===== src/rtl/irq_cg_pkg.sv =====
package irq_cg_pkg;
    localparam int NSRC     = 6;
    localparam int DATA_W   = 32;
    localparam int ADDR_W   = 4;
    localparam int CAUSE_OFF = 0;
    localparam int MASK_OFF  = 4;

    typedef enum int {
        SRC_SELF     = 0,
        SRC_TMR0     = 1,
        SRC_TMR1     = 2,
        SRC_WDOG     = 3,
        SRC_ACC_ERR  = 4,
        SRC_BUS64ERR = 5
    } src_idx_e;
endpackage


===== src/rtl/icg_edge_cap.sv =====
module icg_edge_cap #(
    parameter int N = 6
) (
    input  logic         clk,
    input  logic         rst_n,
    input  logic [N-1:0] src_i,
    output logic [N-1:0] rise_o
);
    typedef struct packed {
        logic [N-1:0] prev;
    } st_t;

    st_t st_d, st_q;

    always_comb begin
        st_d      = st_q;
        st_d.prev = src_i;
        for (int i = 0; i < N; i++) begin
            rise_o[i] = src_i[i] & ~st_q.prev[i];
        end
    end

    always_ff @(posedge clk or negedge rst_n) begin
        if (!rst_n) st_q <= '0;
        else        st_q <= st_d;
    end
endmodule


===== src/rtl/icg_regs.sv =====
module icg_regs
    import irq_cg_pkg::*;
#(
    parameter int N  = NSRC,
    parameter int DW = DATA_W,
    parameter int AW = ADDR_W
) (
    input  logic          clk,
    input  logic          rst_n,
    input  logic [N-1:0]  rise_i,
    input  logic          wr_i,
    input  logic [AW-1:0] addr_i,
    input  logic [DW-1:0] wdata_i,
    output logic [N-1:0]  cause_o,
    output logic [N-1:0]  mask_o,
    output logic [DW-1:0] rdata_o
);
    localparam logic [AW-1:0] A_CAUSE = AW'(CAUSE_OFF);
    localparam logic [AW-1:0] A_MASK  = AW'(MASK_OFF);

    typedef struct packed {
        logic [N-1:0] cause;
        logic [N-1:0] mask;
    } st_t;

    st_t st_d, st_q;
    logic hit_cause, hit_mask;
    logic unused_hi;

    assign unused_hi = ^wdata_i[DW-1:N];

    always_comb begin
        st_d      = st_q;
        hit_cause = wr_i && (addr_i == A_CAUSE);
        hit_mask  = wr_i && (addr_i == A_MASK);
        for (int i = 0; i < N; i++) begin
            // clear-on-zero, then a fresh edge sets the bit and wins
            st_d.cause[i] = (hit_cause ? (st_q.cause[i] & wdata_i[i]) : st_q.cause[i])
                            | rise_i[i];
        end
        if (hit_mask) st_d.mask = wdata_i[N-1:0];

        rdata_o = '0;
        if (addr_i == A_CAUSE)     rdata_o[N-1:0] = st_q.cause;
        else if (addr_i == A_MASK) rdata_o[N-1:0] = st_q.mask;
    end

    always_ff @(posedge clk or negedge rst_n) begin
        if (!rst_n) st_q <= '0;
        else        st_q <= st_d;
    end

    assign cause_o = st_q.cause;
    assign mask_o  = st_q.mask;
endmodule


===== src/rtl/icg_irq_out.sv =====
module icg_irq_out #(
    parameter int N = 6
) (
    input  logic         clk,
    input  logic         rst_n,
    input  logic [N-1:0] cause_i,
    input  logic [N-1:0] mask_i,
    output logic         irq_o
);
    typedef struct packed {
        logic irq;
    } st_t;

    st_t st_d, st_q;

    always_comb begin
        st_d     = st_q;
        st_d.irq = |(cause_i & mask_i);
    end

    always_ff @(posedge clk or negedge rst_n) begin
        if (!rst_n) st_q <= '0;
        else        st_q <= st_d;
    end

    assign irq_o = st_q.irq;
endmodule


===== src/rtl/irq_cause_gate.sv =====
module irq_cause_gate
    import irq_cg_pkg::*;
(
    input  logic              clk,
    input  logic              rst_n,
    input  logic [NSRC-1:0]   src_evt,
    input  logic              bus_wr,
    input  logic [ADDR_W-1:0] bus_addr,
    input  logic [DATA_W-1:0] bus_wdata,
    output logic [DATA_W-1:0] bus_rdata,
    output logic              irq_out
);
    logic [NSRC-1:0] rise_w;
    logic [NSRC-1:0] cause_w;
    logic [NSRC-1:0] mask_w;

    icg_edge_cap #(.N(NSRC)) u_edge (
        .clk    (clk),
        .rst_n  (rst_n),
        .src_i  (src_evt),
        .rise_o (rise_w)
    );

    icg_regs #(.N(NSRC), .DW(DATA_W), .AW(ADDR_W)) u_regs (
        .clk     (clk),
        .rst_n   (rst_n),
        .rise_i  (rise_w),
        .wr_i    (bus_wr),
        .addr_i  (bus_addr),
        .wdata_i (bus_wdata),
        .cause_o (cause_w),
        .mask_o  (mask_w),
        .rdata_o (bus_rdata)
    );

    icg_irq_out #(.N(NSRC)) u_out (
        .clk     (clk),
        .rst_n   (rst_n),
        .cause_i (cause_w),
        .mask_i  (mask_w),
        .irq_o   (irq_out)
    );
endmodule


===== config.mk =====
export PLATFORM = sky130hd
export DESIGN_NAME = irq_cause_gate
export DESIGN_NICKNAME = d
export VERILOG_FILES = /design/src/rtl/irq_cg_pkg.sv /design/src/rtl/icg_edge_cap.sv /design/src/rtl/icg_regs.sv /design/src/rtl/icg_irq_out.sv /design/src/rtl/irq_cause_gate.sv
export SDC_FILE = /design/constraint.sdc
export NUM_CORES = 1
export LEC_CHECK = 0
export BUFFER_PORTS_ARGS = -buffer_cell sky130_fd_sc_hd__buf_4
export CAP_MARGIN = 40
export CORE_MARGIN = 10
export CORE_UTILIZATION = 36
export CTS_CLUSTER_SIZE = 30
export DETAILED_ROUTE_END_ITERATION = 10
export PLACE_DENSITY = 0.75
export SLEW_MARGIN = 10
export SYNTH_ARGS = -nofsm -noshare
export SYNTH_HDL_FRONTEND = slang
export SYNTH_HIERARCHICAL = 1
export SYNTH_SLANG_ARGS = --single-unit

===== constraint.sdc =====
create_clock -name clk -period 0.8 [get_ports clk]
set_input_delay 0.04 -clock clk [delete_from_list [all_inputs] [get_ports clk]]
set_output_delay 0.04 -clock clk [all_outputs]
set_load 0.02 [all_outputs]

==> reports/metrics.yaml <==
critical_path:
  endpoint_kind: "primary output"
  crit_path_start_kind: "flop"
  crit_fanout: 2
  slowest_delay_ns: 0.40
  crit_required_ns: 0.76
  ff2ff_path_depth: 3
  r2r_slack_ns: -0.13
  r2r-end: "u_out/irq_o"
  crit_chain: "mux2i_2, nor2_4, buf_6"
  cp_data_arrival_time_ns: 1.09
  r2r-start: "u_regs/mask_o[2]"
  critPathKind: "reg -> out"
  cp_slowest_cell: "dfrtp_1"
floorplanning:
  placementRows: 19
  ios: 78
  fp.dieW_um: 75.02
  die_h_um: 75.02
  start_util: 0.3852
  core_area_mm2: 0.002829
  die-area_mm2: 0.005628
routing:
  drt_wl_total_mm: 2.553
  route.detailed.wl_per_inst_um: 15.02
  drt_iter0_markers: 27
  dr.pass1.iters: 2
  viasPerCell: 4.406
  drcViolationCount: 0
  via_count: 749
  ant_nets: 0
synthesis:
  ys_seq_area_frac: 0.4363
  syn_avg_cell_area_um2: 11.59
  synth_area_leaders: "dfrtp_1 44%, buf_4 18%, mux2_4 8.3%"
  synth_area_mm2: 0.001090
  synth_top_area_share: 0.4363
  yosysUniqueCellTypes: 19
  yosys_warnings: 6
  ys_seq_elements: 19
  syn_inst: 94
  post-synth-top-area-cell: "dfrtp_1"
worst_hold_path:
  worstHoldEndpoint: "u_regs/cause_o[4]"
  holdCritStartpoint: "bus_wdata[4]"
  hold_class: "in -> reg"
  whs_path_depth: 3
finish:
  final_cell_mix: "27 x buf_4, 26 x conb_1, 19 x dfrtp_1, 11 x buf_6, 8 x dlygate4sd3_1"
  fillers: 244
  diodes: 0
  final_common_cell: "buf_4"
  area_growth_pct: 41.79
  utilization: 0.5462
  drive_gt1_frac: 0.5324
  final_nets: 185
timing:
  hold_viol_final: 10
  period_share: 1.415
  clock.fmax_ghz: 0.8833
  final.min_clock_period_ns: 1.132
  setup_violations: 20
  timing.final.ws_setup_ns: -0.3322
  skew_ns: 0.009886
  fin_tns_setup_ns: -4.551
  grt_setup_unrepaired: "yes"
  drv_slew: 0
  whs_ns: -0.02070
clock_tree:
  clkLatencyLatePin_ns: 0.30
  cts_root_buffer: "clkbuf_4"
  clk_pin_slew_ns: 0.11
  htreeDepth: 1
  cts_made_buffers: 3
  cts_hold_buf: 8
  clock_path_buffers: 2
  cts_tree: "done"
  clkSinkCount: 19
grt:
  gr-total-overflow: 0
  grt_pass1_wl_mm: 4.119
  grt_max_degree: 20
  antenna_found_initial: 0
  grt_pass1_vias: 901
  grtUsageTotal: 0.09443
power_and_ir_drop:
  internal_power_mw: 1.711
  p_per_area_mw_per_mm2: 1589
  p_total_mw: 2.455
  max-vdd-ir-drop_uv: 814.9
  swShare: 0.3033
  clock_power_share: 0.193
  pwr-share-comb: 0.342
  p_switching_uw: 744.7
  p_seq_frac: 0.464
  p_leak_nw: 0.7339
place:
  dp_hpwl_mm: 1.862
  gp_congestion: 0.7714
  port_buffers: 25
job:
  cap_violations: 0
status:
  status: "complete, but fails checks"
  violations: "negative hold slack, negative setup slack"
-- Yosys cell counts --
library cell	number
buf_4	26
dfrtp_1	19
mux2_4	6
mux2i_1	6
nand2b_1	6
nor2_1	6
nor2b_4	6
o31ai_1	6
a22oi_1	3
buf_1	1
buf_2	1
buf_6	1
clkbuf_1	1
conb_1	1
inv_1	1
nand3_1	1
or2_1	1
or3_1	1
or4b_1	1
-- critical path, delay by kind of cell, from the launching register on --
| family | cells | cell delay [ns] |
|---|---|---|
| and+or+nand+nor | 1 | 0.04 |
| buffers and inverters | 1 | 0.13 |
| DFF | 1 | 0.40 |
| muxes | 1 | 0.22 |
-- power by group through the flow --
| stage | sequential, mW | combinational [mW] | clock [mW] |
|---|---|---|---|
| 6_report | 1.14 | 0.840 | 0.475 |
| 5_1_grt | 1.15 | 0.904 | 0.539 |
| 4_1_cts | 1.14 | 0.829 | 0.496 |
| 3_5_place_dp | 1.17 | 0.585 | 0 |
| 3_3_place_gp | 1.16 | 0.566 | 0 |
| 2_1_floorplan | 1.16 | 0.506 | 0 |
-- routing by layer --
metal,vias up,part of all wire,track usage
met5,-,0,0
met4,0,0,0.01050
met3,0,0.12,0.04993
met2,38,0.50,0.1695
met1,361,0.38,0.09839
li1,350,-,-
-- state kept, by name, indices dropped and copies added (netlist names) --
register,cells
u_out/irq_o,1
u_regs/mask_o,6
u_edge/st_q,6
u_regs/cause_o,6
-- stage by stage --
stage,cells,cell area [um^2],setup slack [ns]
after floorplan,119,1244,-0.6452
after global placement,148,1262,-0.7018
after detailed placement,148,1262,-0.7363
after CTS,170,1541,-0.3574
after global routing,170,1545,-0.4128
final,170,1545,-0.3322
-- cell type report --
cell class / instances / area (um^2) / area share
multi-input combinational: 69 / 594.3 / 0.3846
sequential: 19 / 475.5 / 0.3077
timing repair buffer: 46 / 406.6 / 0.2632
tap: 31 / 38.79 / 0.02510
clock buffer: 4 / 26.28 / 0.01700
inverter: 1 / 3.754 / 0.002429
-- what timing repair did --
item                                    CTS  global route
setup buffers                            10             2
resized for setup                        24             1
endpoints found under the setup margin   20            20
pin swaps                                 8             4
endpoints found under the hold margin    37            10
-- how the worst max path moves through the flow --
stage,startpoint,to,slack (ns),cells past startpoint
after floorplan,bus_addr[3],u_regs/mask_o[0],-0.65,5
after global placement,bus_addr[3],u_regs/mask_o[0],-0.70,4
after detailed placement,bus_addr[3],u_regs/mask_o[2],-0.74,4
after CTS,u_regs/cause_o[3],bus_rdata[3],-0.36,3
after global routing,u_regs/cause_o[3],bus_rdata[3],-0.41,3
final,u_regs/mask_o[0],bus_rdata[0],-0.33,3
-- kinds of logic (layout without fill, tap and decap cells) --
kind of cell           count (synthesis)  after routing  share of synthesized area
muxes                                 12             12                     0.1378
other                                  1             26                   0.003441
buffers and inverters                 31             51                     0.2044
DFF                                   19             19                     0.4363
and+or+nand+nor                       22             22                     0.1561
AOI/OAI and AO/OA                      9              9                    0.06199
Power figures use the tool's default switching activity.
